**src/rtl/acq_fmt_pkg.sv**
```systemverilog
package acq_fmt_pkg;
    localparam int MSG_W   = 64;
    localparam int TS_W    = 48;
    localparam int SMP_W   = 24;
    localparam int NLANE   = 4;
    localparam int NPAIR   = NLANE / 2;
    localparam int NCAND   = 1 + NPAIR;

    localparam logic [7:0] KIND_SAMPLE  = 8'h10;
    localparam logic [7:0] KIND_TRIGGER = 8'h11;
    localparam logic [7:0] KIND_LOSS    = 8'h40;

    localparam logic [MSG_W-1:0] LOSS_MSG = {KIND_LOSS, 56'h0};

    function automatic logic [MSG_W-1:0] make_trigger(input logic [TS_W-1:0] ts);
        return {KIND_TRIGGER, 8'h00, ts};
    endfunction

    function automatic logic [MSG_W-1:0] make_sample(input logic [3:0] tag_hi,
                                                     input logic [3:0] tag_lo,
                                                     input logic [SMP_W-1:0] s_hi,
                                                     input logic [SMP_W-1:0] s_lo);
        return {KIND_SAMPLE, tag_hi, tag_lo, s_hi, s_lo};
    endfunction
endpackage

```
**src/rtl/acq_fmt_pack.sv**
```systemverilog
module acq_fmt_pack
    import acq_fmt_pkg::*;
(
    input  logic                     clk,
    input  logic                     rst_n,
    input  logic                     trig_req,
    input  logic [TS_W-1:0]          trig_time,
    input  logic                     smp_valid,
    input  logic [NLANE*SMP_W-1:0]   smp_lanes,
    input  logic                     quad_mode,
    output logic [NCAND-1:0]         cand_vld,
    output logic [NCAND-1:0][MSG_W-1:0] cand_msg
);
    // candidate 0 is the trigger: it is always offered ahead of samples
    assign cand_vld[0] = trig_req;
    assign cand_msg[0] = make_trigger(trig_time);

    for (genvar p = 0; p < NPAIR; p++) begin : g_pair
        localparam logic [3:0] TAG_LO = 4'(2 * p);
        localparam logic [3:0] TAG_HI = 4'(2 * p + 1);
        assign cand_msg[p+1] = make_sample(TAG_HI, TAG_LO,
                                           smp_lanes[(2*p+1)*SMP_W +: SMP_W],
                                           smp_lanes[(2*p)*SMP_W +: SMP_W]);
        if (p == 0) begin : g_base
            assign cand_vld[p+1] = smp_valid;
        end else begin : g_ext
            assign cand_vld[p+1] = smp_valid && quad_mode;
        end
    end

    AST_SECOND_PAIR_NEEDS_FIRST: assert property (@(posedge clk) disable iff (!rst_n)
        cand_vld[2] |-> (cand_vld[1] && quad_mode));
endmodule

```
**src/rtl/acq_fmt_queue.sv**
```systemverilog
module acq_fmt_queue
    import acq_fmt_pkg::*;
#(
    parameter int QDEPTH = 4
) (
    input  logic                        clk,
    input  logic                        rst_n,
    input  logic [NCAND-1:0]            cand_vld,
    input  logic [NCAND-1:0][MSG_W-1:0] cand_msg,
    input  logic                        fifo_full,
    output logic                        fifo_wr,
    output logic [MSG_W-1:0]            fifo_wdata
);
    localparam int CW = $clog2(QDEPTH + 1);
    localparam int IW = (QDEPTH > 1) ? $clog2(QDEPTH) : 1;
    localparam logic [CW-1:0] FULL_CNT = CW'(QDEPTH);

    typedef struct packed {
        logic [QDEPTH-1:0][MSG_W-1:0] mem;
        logic [CW-1:0]                cnt;
        logic                         lost;
    } qstate_t;

    qstate_t st_d, st_q;
    logic    pop;

    always_comb begin
        st_d = st_q;
        pop  = (st_q.cnt != '0) && !fifo_full;
        if (pop) begin
            for (int i = 0; i < QDEPTH - 1; i++) begin
                st_d.mem[i] = st_q.mem[i+1];
            end
            st_d.mem[QDEPTH-1] = '0;
            st_d.cnt = st_q.cnt - 1'b1;
        end
        // a pending loss marker takes the first free slot, before new data
        if (st_d.lost && (st_d.cnt < FULL_CNT)) begin
            st_d.mem[st_d.cnt[IW-1:0]] = LOSS_MSG;
            st_d.cnt  = st_d.cnt + 1'b1;
            st_d.lost = 1'b0;
        end
        for (int k = 0; k < NCAND; k++) begin
            if (cand_vld[k]) begin
                if (st_d.cnt < FULL_CNT) begin
                    st_d.mem[st_d.cnt[IW-1:0]] = cand_msg[k];
                    st_d.cnt = st_d.cnt + 1'b1;
                end else begin
                    st_d.lost = 1'b1;
                end
            end
        end
    end

    always_ff @(posedge clk or negedge rst_n) begin
        if (!rst_n) begin
            st_q <= '0;
        end else begin
            st_q <= st_d;
        end
    end

    assign fifo_wr    = pop;
    assign fifo_wdata = st_q.mem[0];

    AST_HEAD_HELD: assert property (@(posedge clk) disable iff (!rst_n)
        (fifo_full && st_q.cnt != '0) |=> $stable(fifo_wdata));
    AST_LOSS_ONLY_WHEN_FULL: assert property (@(posedge clk) disable iff (!rst_n)
        st_q.lost |-> (st_q.cnt == FULL_CNT));
    AST_COUNT_BOUND: assert property (@(posedge clk) disable iff (!rst_n)
        st_q.cnt <= FULL_CNT);
    AST_LOSS_MSG_CLEAN: assert property (@(posedge clk) disable iff (!rst_n)
        (fifo_wr && fifo_wdata[63:56] == KIND_LOSS) |-> (fifo_wdata[55:0] == '0));
endmodule

```
**src/rtl/acq_msg_formatter.sv**
```systemverilog
module acq_msg_formatter
    import acq_fmt_pkg::*;
#(
    parameter int QDEPTH = 4
) (
    input  logic        clk,
    input  logic        rst_n,
    input  logic        trig_req,
    input  logic [47:0] trig_time,
    input  logic        smp_valid,
    input  logic [95:0] smp_lanes,
    input  logic        quad_mode,
    input  logic        fifo_full,
    output logic        fifo_wr,
    output logic [63:0] fifo_wdata
);
    logic [NCAND-1:0]            cand_vld;
    logic [NCAND-1:0][MSG_W-1:0] cand_msg;

    acq_fmt_pack i_pack (
        .clk       (clk),
        .rst_n     (rst_n),
        .trig_req  (trig_req),
        .trig_time (trig_time),
        .smp_valid (smp_valid),
        .smp_lanes (smp_lanes),
        .quad_mode (quad_mode),
        .cand_vld  (cand_vld),
        .cand_msg  (cand_msg)
    );

    acq_fmt_queue #(.QDEPTH(QDEPTH)) i_queue (
        .clk        (clk),
        .rst_n      (rst_n),
        .cand_vld   (cand_vld),
        .cand_msg   (cand_msg),
        .fifo_full  (fifo_full),
        .fifo_wr    (fifo_wr),
        .fifo_wdata (fifo_wdata)
    );

    AST_NO_WRITE_INTO_FULL: assert property (@(posedge clk) disable iff (!rst_n)
        fifo_full |-> !fifo_wr);
    AST_KNOWN_KIND: assert property (@(posedge clk) disable iff (!rst_n)
        fifo_wr |-> (fifo_wdata[63:56] == KIND_SAMPLE || fifo_wdata[63:56] == KIND_TRIGGER
                     || fifo_wdata[63:56] == KIND_LOSS));
    AST_TRIGGER_PAD: assert property (@(posedge clk) disable iff (!rst_n)
        (fifo_wr && fifo_wdata[63:56] == KIND_TRIGGER) |-> (fifo_wdata[55:48] == 8'h00));
endmodule

```
**config.mk**
```make
export PLATFORM = sky130hd
export DESIGN_NAME = acq_msg_formatter
export DESIGN_NICKNAME = d
export VERILOG_FILES = /design/src/rtl/acq_fmt_pkg.sv /design/src/rtl/acq_fmt_pack.sv /design/src/rtl/acq_fmt_queue.sv /design/src/rtl/acq_msg_formatter.sv
export SDC_FILE = /design/constraint.sdc
export NUM_CORES = 1
export LEC_CHECK = 0
export BUFFER_PORTS_ARGS = -buffer_cell sky130_fd_sc_hd__buf_2
export CAP_MARGIN = 30
export CORE_ASPECT_RATIO = 1.75
export CORE_MARGIN = 3
export CORE_UTILIZATION = 44
export DETAILED_ROUTE_END_ITERATION = 7
export GPL_TIMING_DRIVEN = 0
export SYNTH_ARGS = -nofsm -noshare
export SYNTH_HDL_FRONTEND = slang
export SYNTH_SLANG_ARGS = --single-unit
```
**constraint.sdc**
```tcl
create_clock -name clk -period 6 [get_ports clk]
set_input_delay 0.6 -clock clk [delete_from_list [all_inputs] [get_ports clk]]
set_output_delay 0.6 -clock clk [all_outputs]
set_load 0.02 [all_outputs]
```
### After elaboration in Yosys (flattened, before gate mapping)

Cells that the tools add are included.

* flip-flop bits (word level): 260
* input port bits: 150
* output and inout bits: 65

* $add $sub $neg: 5
* magnitude comparators: 12
* multiplexer cells: 22
* bitwise gates (word level): 3
* reductions and logical operators: 9

Operators by type and width (count)
* $mux 260: 4
* $mux 259: 4
* $bwmux 256: 3
* $demux 64 s2: 4
* $mux 64: 4
* $and 252x252->252: 1
* $not 252->252: 1
* $add 3x1->3 const B: 4
* $lt 2x3->1 const B: 4
* $lt 3x3->1 const B: 4
* $ge 2x1->1 const B: 4
* $logic_and 1x1->1: 7
* $or 4x4->4: 1
* $mux 1: 3
* $reduce_bool 3->1: 1
* $sub 3x1->3 const B: 1
* $logic_not 1->1: 1

### Longest topological paths before layout

Gate-level depths: netlist (run 1).

* depth in word-level cells: 31
* depth in mapped cells: 27

### Hierarchy

A second synthesis (run 1) with hierarchy kept.

* cell total of the unflattened synthesis: 2067
* area total of the unflattened synthesis: 18706.7 µm²

Modules (own cells, without submodules)
* acq_fmt_queue: times used 1, cells an instance 1870, area an instance 17236.5 µm², sequential area each 6506.2 µm²
* acq_fmt_pack: times used 1, cells an instance 197, area an instance 1470.2 µm², sequential area each 0.0 µm²

### Worst setup path after synthesis (run 1)

Ideal clock, no wire load.

* kind: register to register
* from: register i_queue.st_q[1] (netlist name)
* to: register i_queue.st_q[100] (netlist name)
* setup time: 0.094 ns
* arrival: 5.217 ns
* slack: 0.689 ns
* stages on the path, launching flop included: 28
* cells stage by stage: dfrtp_1 inv_1 ha_1 nand2b_1 nand2_1 clkinv_1 xnor2_1 inv_1 ha_1 a2111oi_0 a31oi_1 inv_1 ha_1 nand2_1 and2_1 and4_1 buf_4 clkbuf_1 nand2_1 and2_1 ha_1 and2_1 o21ai_0 a211oi_1 buf_2 clkbuf_1 o22ai_1 a211oi_1

RTL lines
* start: declaration: line acq_fmt_queue.sv:24 `qstate_t st_d, st_q;`
* start signal: assignment: line acq_fmt_queue.sv:59 `st_q <= st_d;`

==> out/results.txt, run 1 <==
VDD IR max = 0.000290 V
Vias in the first global route = 19,000
EDFF count, synth = 0
First-pass DRT Iterations = 8
Die ar. = 41,400 sq um
Synth cell types = 60
Critical Path Start = i_queue.st_q[2]$_DFF_PN0_
Post-Synthesis Cells = 2,206
CP Launch Type = register
WL/cell = 25.0 um
Critical Path Slowest Stage Cell = o21ai_1
Int Power = 5790 uW
WP data required = 6.42 ns
DRC = 1
Io pins = 215
H-Tree Depth = 1
Fmax = 173 MHz
Placeable Area = 38,400 sq um
HPWL after DPL = 52.2 mm
Critical path type = reg -> reg
Drt initial violations = 1,774
Later-pin clock latency in the skew report = 0.58 ns
Syn nets = 2,378
Min-Delay Endpoint = i_queue.st_q[213]$_DFF_PN0_
Worst Path Buf+Inv = 9
Antenna-violating nets left = 0
Starting Density = 44.6%
Area grow syn2layout = 17.4%
I/O Buffers = 213
Synth top cells by count = 631 x nand2_1, 260 x dfrtp_1, 163 x clkbuf_1
Failing checks = design-rule violations
Synth Register Bits = 260
Top FF cell, synth = dfrtp_1
Worst Setup End Kind = register
Final Routed Wirelength = 74.4 mm
Fraction of layout cells with a size suffix above 1 = 18.4%
Logic gate share of total power = 58.1%
Area fraction of the dominant cell type after synthesis = 38.0%
Final Hold Viols = 0
Cell family with most CP delay = buffers and inverters
Worst R2R Setup Slack = 0.23 ns
Power Density = 550 nW/um^2
Die W = 155 um
Sw power = 5280 uW
Ranking of synthesized cells by area = dfrtp_1 38%, nand2_1 14%, o21ai_0 4.5%
Max-slew headroom = 36.8%
Cell Area, Synth = 17,100 sq um
RSZ-0062 raised after global routing = false
Top-count cell post-synth = nand2_1
Yosys warns = 0
Most frequent CP cell = inv_1
Leakage = 0.00923 uW
GR Util All Layers = 34.7%
R2R Path Start = i_queue.st_q[2]$_DFF_PN0_
Root Driver = clkbuf_16
Fin nets = 2,633
Clock Tree Buf Depth = 3
Status = complete, but fails checks
FF-to-FF path depth = 21
Total grt overflow = 0
Vias = 19,000
Cell accounting for the most synthesized area = dfrtp_1
Flop pwr share = 24.0%
Overall power = 11,100 uW
Setup_tns = 0 ns
CP arrival = 6.20 ns
Hold Crit Start = smp_lanes[65]
Via-per-instance ratio = 6.38
Total CTS buffers = 29
Initial antenna violation count = 9
Final period util = 96.2%
Worst Hold Depth = 3
Clk pwr share = 17.9%
Syn_area_per_cell = 7.77 sq um
CP max FO = 10
Asr flop ratio synth = 100%
Crit path time final = 5.77 ns
Slew Viols, Final = 0
Clock tree sinks = 260
Reg-to-reg endpoint = i_queue.st_q[73]$_DFF_PN0_
Worst-margin pin slew = 0.948 ns
Sw frac = 47.7%
CTS tree = yes
Worst path cell trace = inv_2 -> ha_4 -> nand2b_2 -> nand2_4 -> clkinv_2 -> xnor2_2 -> inv_1 -> ha_1 -> a2111oi_2 -> a31oi_2 -> inv_1 -> ha_1 -> inv_1 -> mux2i_1 -> inv_1 -> ha_1 -> buf_1 -> clkbuf_1 -> o21ai_1 -> clkbuf_1 -> a211oi_1
Hold Crit Class = in -> reg
Clk_skew = 0.0189 ns
Max stage delay on crit path = 0.62 ns
Die Y = 267 um
Max cap viols = 0
First-pass GRT wire length = 112 mm
# rows = 95
Pin count of the biggest net entering global routing = 113
RePlAce Congestion = 0.934
Seq/Total Area, Yosys = 38.0%
Clock slew at reported path FFs = 0.07 ns
Final setup violation count = 0
[what timing repair did]
item | 4_1_cts | 5_1_grt
pin swaps | 2 | 1
gates resized for setup | 47 | 15
setup endpoints to repair | 255 | 200
hold buffers | 1 | 0
setup buffers | 5 | 1
gates cloned | 0 | 0
endpoints found under the hold margin | 40 | 0
[area by class of cell]
type                            count  area [sq um]
Fill cell                        3876         18300
Multi-Input combinational cell   1614          9130
Sequential cell                   260          6510
Buffer                            269          1400
Timing Repair Buffer              224          1210
Clock buffer                       38           810
Tap cell                          485           607
Inverter                           63           240
Clock inverter                     14           213
Antenna cell                        4          10.0
[per-stage QoR]
stage | utilization, % | hold slack (ns) | area (sq um) | worst slack, ns | cells
finish | 52.4 | 0.290 | 20100 | 0.226 | 2971
global route | 52.4 | 0.291 | 20100 | 0.00287 | 2967
CTS | 52.3 | 0.271 | 20100 | 0.0277 | 2966
detailed placement | 49.2 | 0.471 | 18900 | -2.15 | 2908
global placement | 49.0 | 0.458 | 18800 | -2.09 | 2904
floorplan | - | 0.304 | 17100 | 0.689 | 2206
[state kept, by name (all words and copies together), names as in the netlist]
signal	flops
i_queue.st_q	196
i_queue.fifo_wdata	64
[tightest hold or removal path: cells and delay by family]
family	cells	cell delay, ns
simple gates	1	0.05
compound gates	1	0.06
buf+inv	1	0.12
[worst max-delay path by stage]
stage,endpoint,slack [ns],cells after the start
finish,i_queue.st_q[73]$_DFF_PN0_,0.23,21
global route,i_queue.st_q[99]$_DFF_PN0_,0.003,28
CTS,i_queue.st_q[110]$_DFF_PN0_,0.03,21
detailed placement,i_queue.st_q[89]$_DFF_PN0_,-2.15,26
global placement,i_queue.st_q[92]$_DFF_PN0_,-2.09,26
floorplan,i_queue.st_q[100]$_DFF_PN0_,0.69,27
[per-layer routing]
layer / vias to the layer above / share of wire (%) / GRT usage, %
li1: 8319 / - / -
met1: 9137 / 35 / 39.4
met2: 1152 / 49 / 60.2
met3: 350 / 8.8 / 6.34
met4: 10 / 7.1 / 20.8
met5: - / 0.090 / 0
[cells by family (layout without fill, tap and decap cells)]
| group | Yosys count | in the layout | synth area share [%] |
|---|---|---|---|
| AND/OR/NAND/NOR | 903 | 903 | 22.5 |
| AO/OA/AOI/OAI | 668 | 668 | 27.5 |
| buffers and inverters | 332 | 608 | 9.16 |
| flip-flops | 260 | 260 | 38.0 |
| adder cells (fa/ha/maj) | 22 | 22 | 1.61 |
| multiplexers | 15 | 15 | 0.883 |
| XOR/XNOR | 6 | 6 | 0.350 |
| other | 0 | 4 | 0 |
[power groups by stage]
stage | logic (uW) | clock network [uW] | registers [uW]
2_1_floorplan | 4190 | 0 | 2550
3_3_place_gp | 5980 | 0 | 2650
3_5_place_dp | 6070 | 0 | 2660
4_1_cts | 6200 | 2000 | 2640
5_1_grt | 6890 | 2060 | 2700
6_report | 6430 | 1990 | 2650
[layout by cell type (no fill, tap or decap), drive strengths merged, types with 15 or more instances in the layout]
cell      n
a211oi   50
a21oi    90
a221o    48
a221oi   49
a31oi    50
a32oi    48
and2     15
buf     328
clkbuf  202
dfrtp   260
ha       22
inv      64
nand2   631
nand3    16
nand3b   49
nor2    115
o21ai   159
o221a    48
o22ai    52
o31ai    49
or3      49
No activity file was read; power rests on OpenSTA's default activity.
==> inputs of run 2 (changes only) <==
--- a/config.mk
+++ b/config.mk
@@ -7,8 +7,8 @@
 export LEC_CHECK = 0
 export BUFFER_PORTS_ARGS = -buffer_cell sky130_fd_sc_hd__buf_2
 export CAP_MARGIN = 30
-export CORE_ASPECT_RATIO = 1.75
-export CORE_MARGIN = 3
+export CORE_ASPECT_RATIO = 1.5
+export CORE_MARGIN = 1.5
 export CORE_UTILIZATION = 44
 export DETAILED_ROUTE_END_ITERATION = 7
 export GPL_TIMING_DRIVEN = 0
==> run 2 against run 1 <==
Against the previous run:
- the run now ends clean
- first-iteration DRC count grew 13%
- routed wire length shrank 4.2%
- clock power shrank 15%
- setup slack lost 0.053 ns
- sequential cell count is the same
- final cell count is essentially flat
- critical path depth grew 3
- clock-buffer cell count grew 3
- power shrank 3.4%
- register-to-register slack lost 0.05 ns
- combinational power shrank 1%
==> out/results.txt, run 2 (synthesis gave the netlist of run 1 again) <==
Status = finished clean
Reg-to-reg endpoint = i_queue.st_q[105]$_DFF_PN0_
Sw power = 5140 uW
CP max FO = 10
CP Launch Type = register
Largest reg by FF count = i_queue.st_q
Clk pwr share = 15.9%
Later-pin clock latency in the skew report = 0.58 ns
I/O Buffers = 213
Via-per-instance ratio = 6.30
VDD IR max = 0.000323 V
Setup_tns = 0 ns
Final setup violation count = 0
Worst-margin pin slew = 0.986 ns
Leakage = 0.00916 uW
Overall power = 10,700 uW
Final Worst Setup Slack = 0.173 ns
Area grow syn2layout = 16.5%
H-Tree Depth = 1
First-pass GRT wire length = 109 mm
RSZ-0062 raised after global routing = false
CP endpoint = i_queue.st_q[105]$_DFF_PN0_
Clock tree sinks = 260
GR Util All Layers = 35.4%
Worst R2R Setup Slack = 0.17 ns
Slew Viols, Final = 0
CP arrival = 6.24 ns
Worst Setup End Kind = register
Clock slew at reported path FFs = 0.07 ns
# rows = 88
Vias = 18,700
Logic gate share of total power = 59.3%
Hold WS = 0.284 ns
R2R Path Start = i_queue.st_q[2]$_DFF_PN0_
Fmax = 172 MHz
WP data required = 6.42 ns
Total CTS buffers = 29
Final Routed Wirelength = 71.3 mm
Max FFs per register = 196
Critical Path Slowest Stage Cell = clkbuf_1
Pin count of the biggest net entering global routing = 111
Power Density = 536 nW/um^2
Clk_skew = 0.0101 ns
Max-slew headroom = 33.9%
DP Worst Slack = -2.05 ns
CTS tree = yes
Hold Crit Class = in -> reg
Drt initial violations = 2,000
Starting Density = 44.6%
RePlAce Congestion = 0.935
Io pins = 215
Max stage delay on crit path = 0.58 ns
Total grt overflow = 0
Root Driver = clkbuf_16
Final period util = 97.1%
Vias in the first global route = 18,400
Critical path type = reg -> reg
Most frequent CP cell = ha_1
Most common cell after layout, fill and taps aside = nand2_1
Fin nets = 2,632
Die Y = 245 um
Final Hold Viols = 0
Clock Tree Buf Depth = 3
Fraction of layout cells with a size suffix above 1 = 18.3%
Most frequent cells in the layout = 629 x nand2_1, 260 x dfrtp_1, 231 x buf_2
First-pass DRT Iterations = 6
Placeable Area = 38,400 sq um
Non-Filler Cell Area, Final = 20,000 sq um
Flop pwr share = 24.8%
Die W = 164 um
Initial antenna violation count = 7
Worst path cell trace = inv_2 -> ha_4 -> nand2b_2 -> nand2_4 -> clkinv_2 -> xnor2_2 -> inv_1 -> ha_1 -> a2111oi_4 -> a31oi_2 -> inv_1 -> ha_1 -> nand2_1 -> and2_1 -> and4_1 -> buf_4 -> buf_2 -> nand2_1 -> and2_2 -> ha_1 -> and2_1 -> o21ai_1 -> clkbuf_1 -> a211oi_1
Antenna-violating nets left = 0
Critical Path Start = i_queue.st_q[2]$_DFF_PN0_
Sw frac = 48.1%
Dpl cell area = 18,900 sq um
WL/cell = 24.0 um
Filler cell count = 3,876
FF-to-FF path depth = 24
Int Power = 5550 uW
Crit path time final = 5.83 ns
DRC = 0
HPWL after DPL = 50.1 mm
Max cap viols = 0
Die ar. = 40,200 sq um
Worst Hold Depth = 3
run 2: cell count changes in the layout (fill, tap and decap cells not counted), sizes merged:
cell | previous run | this run
clkinvlp | 4 | 0
clkbuf | 202 | 204
inv | 64 | 63
bufinv | 5 | 0
diode | 4 | 3
run 2: area by class of cell:
type                       count  area [sq um]  share of cell area, %
multi-input combinational   1614          9170                   45.9
antenna                        3          7.51                 0.0376
clock inverter                 4          23.8                  0.119
clock buffer                  41           821                   4.11
timing repair buffer         224          1200                   6.02
buffer                       268          1380                   6.89
inverter                      63           238                   1.19
tap                          495           619                   3.10
sequential                   260          6510                   32.6
run 2: routing by layer:
metal	track usage, %	up-vias	share of wire [%]	routed length (um)
met4	22.2	8	6.1	4330
met3	6.47	274	8.6	6100
met1	41.9	9009	37	26300
li1	-	8315	-	-
met2	58.7	1127	48	34500
met5	0	-	0.077	55
run 2: worst max-delay path: cells and delay by family (launching register included):
| kind | cells | cell delay, ns |
|---|---|---|
| AOI/OAI and AO/OA | 4 | 1.04 |
| xor gates and xnor gates | 1 | 0.22 |
| adders and majority gates | 4 | 1.03 |
| buffers and inverters | 7 | 1.48 |
| DFF | 1 | 0.49 |
| and+or+nand+nor | 8 | 1.36 |
run 2: power by group through the flow:
| stage | sequential (uW) | clock [uW] | combinational, uW |
|---|---|---|---|
| CTS | 2640 | 1720 | 6120 |
| global route | 2700 | 1790 | 6830 |
| floorplan | 2550 | 0 | 4190 |
| global placement | 2650 | 0 | 5910 |
| finish | 2650 | 1700 | 6350 |
| detailed placement | 2660 | 0 | 6010 |
run 2: how the worst min path moves through the flow:
stage                                start                              end  slack, ns
6_report                     smp_lanes[74]      i_queue.st_q[222]$_DFF_PN0_       0.28
5_1_grt                      smp_lanes[85]      i_queue.st_q[233]$_DFF_PN0_       0.29
4_1_cts                      smp_lanes[49]      i_queue.st_q[197]$_DFF_PN0_       0.27
3_5_place_dp   i_queue.st_q[246]$_DFF_PN0_      i_queue.st_q[246]$_DFF_PN0_       0.47
3_3_place_gp   i_queue.st_q[245]$_DFF_PN0_      i_queue.st_q[245]$_DFF_PN0_       0.46
2_1_floorplan                        rst_n  i_queue.fifo_wdata[0]$_DFF_PN0_       0.30
run 2: metrics by stage:
stage                     util (%)  std cells
after CTS                     51.7       2969
after floorplan                  -       2206
after detailed placement      49.2       2918
final                         51.9       2972
after global placement        49.0       2914
after global routing          51.9       2970
run 2: what timing repair did:
action                                 4_1_cts  5_1_grt
hold buffers                                 1        0
setup endpoints to repair                  255      185
endpoints found under the hold margin       42        0
pin swaps                                    3        0
setup buffers                                6        0
gates resized for setup                     33       33
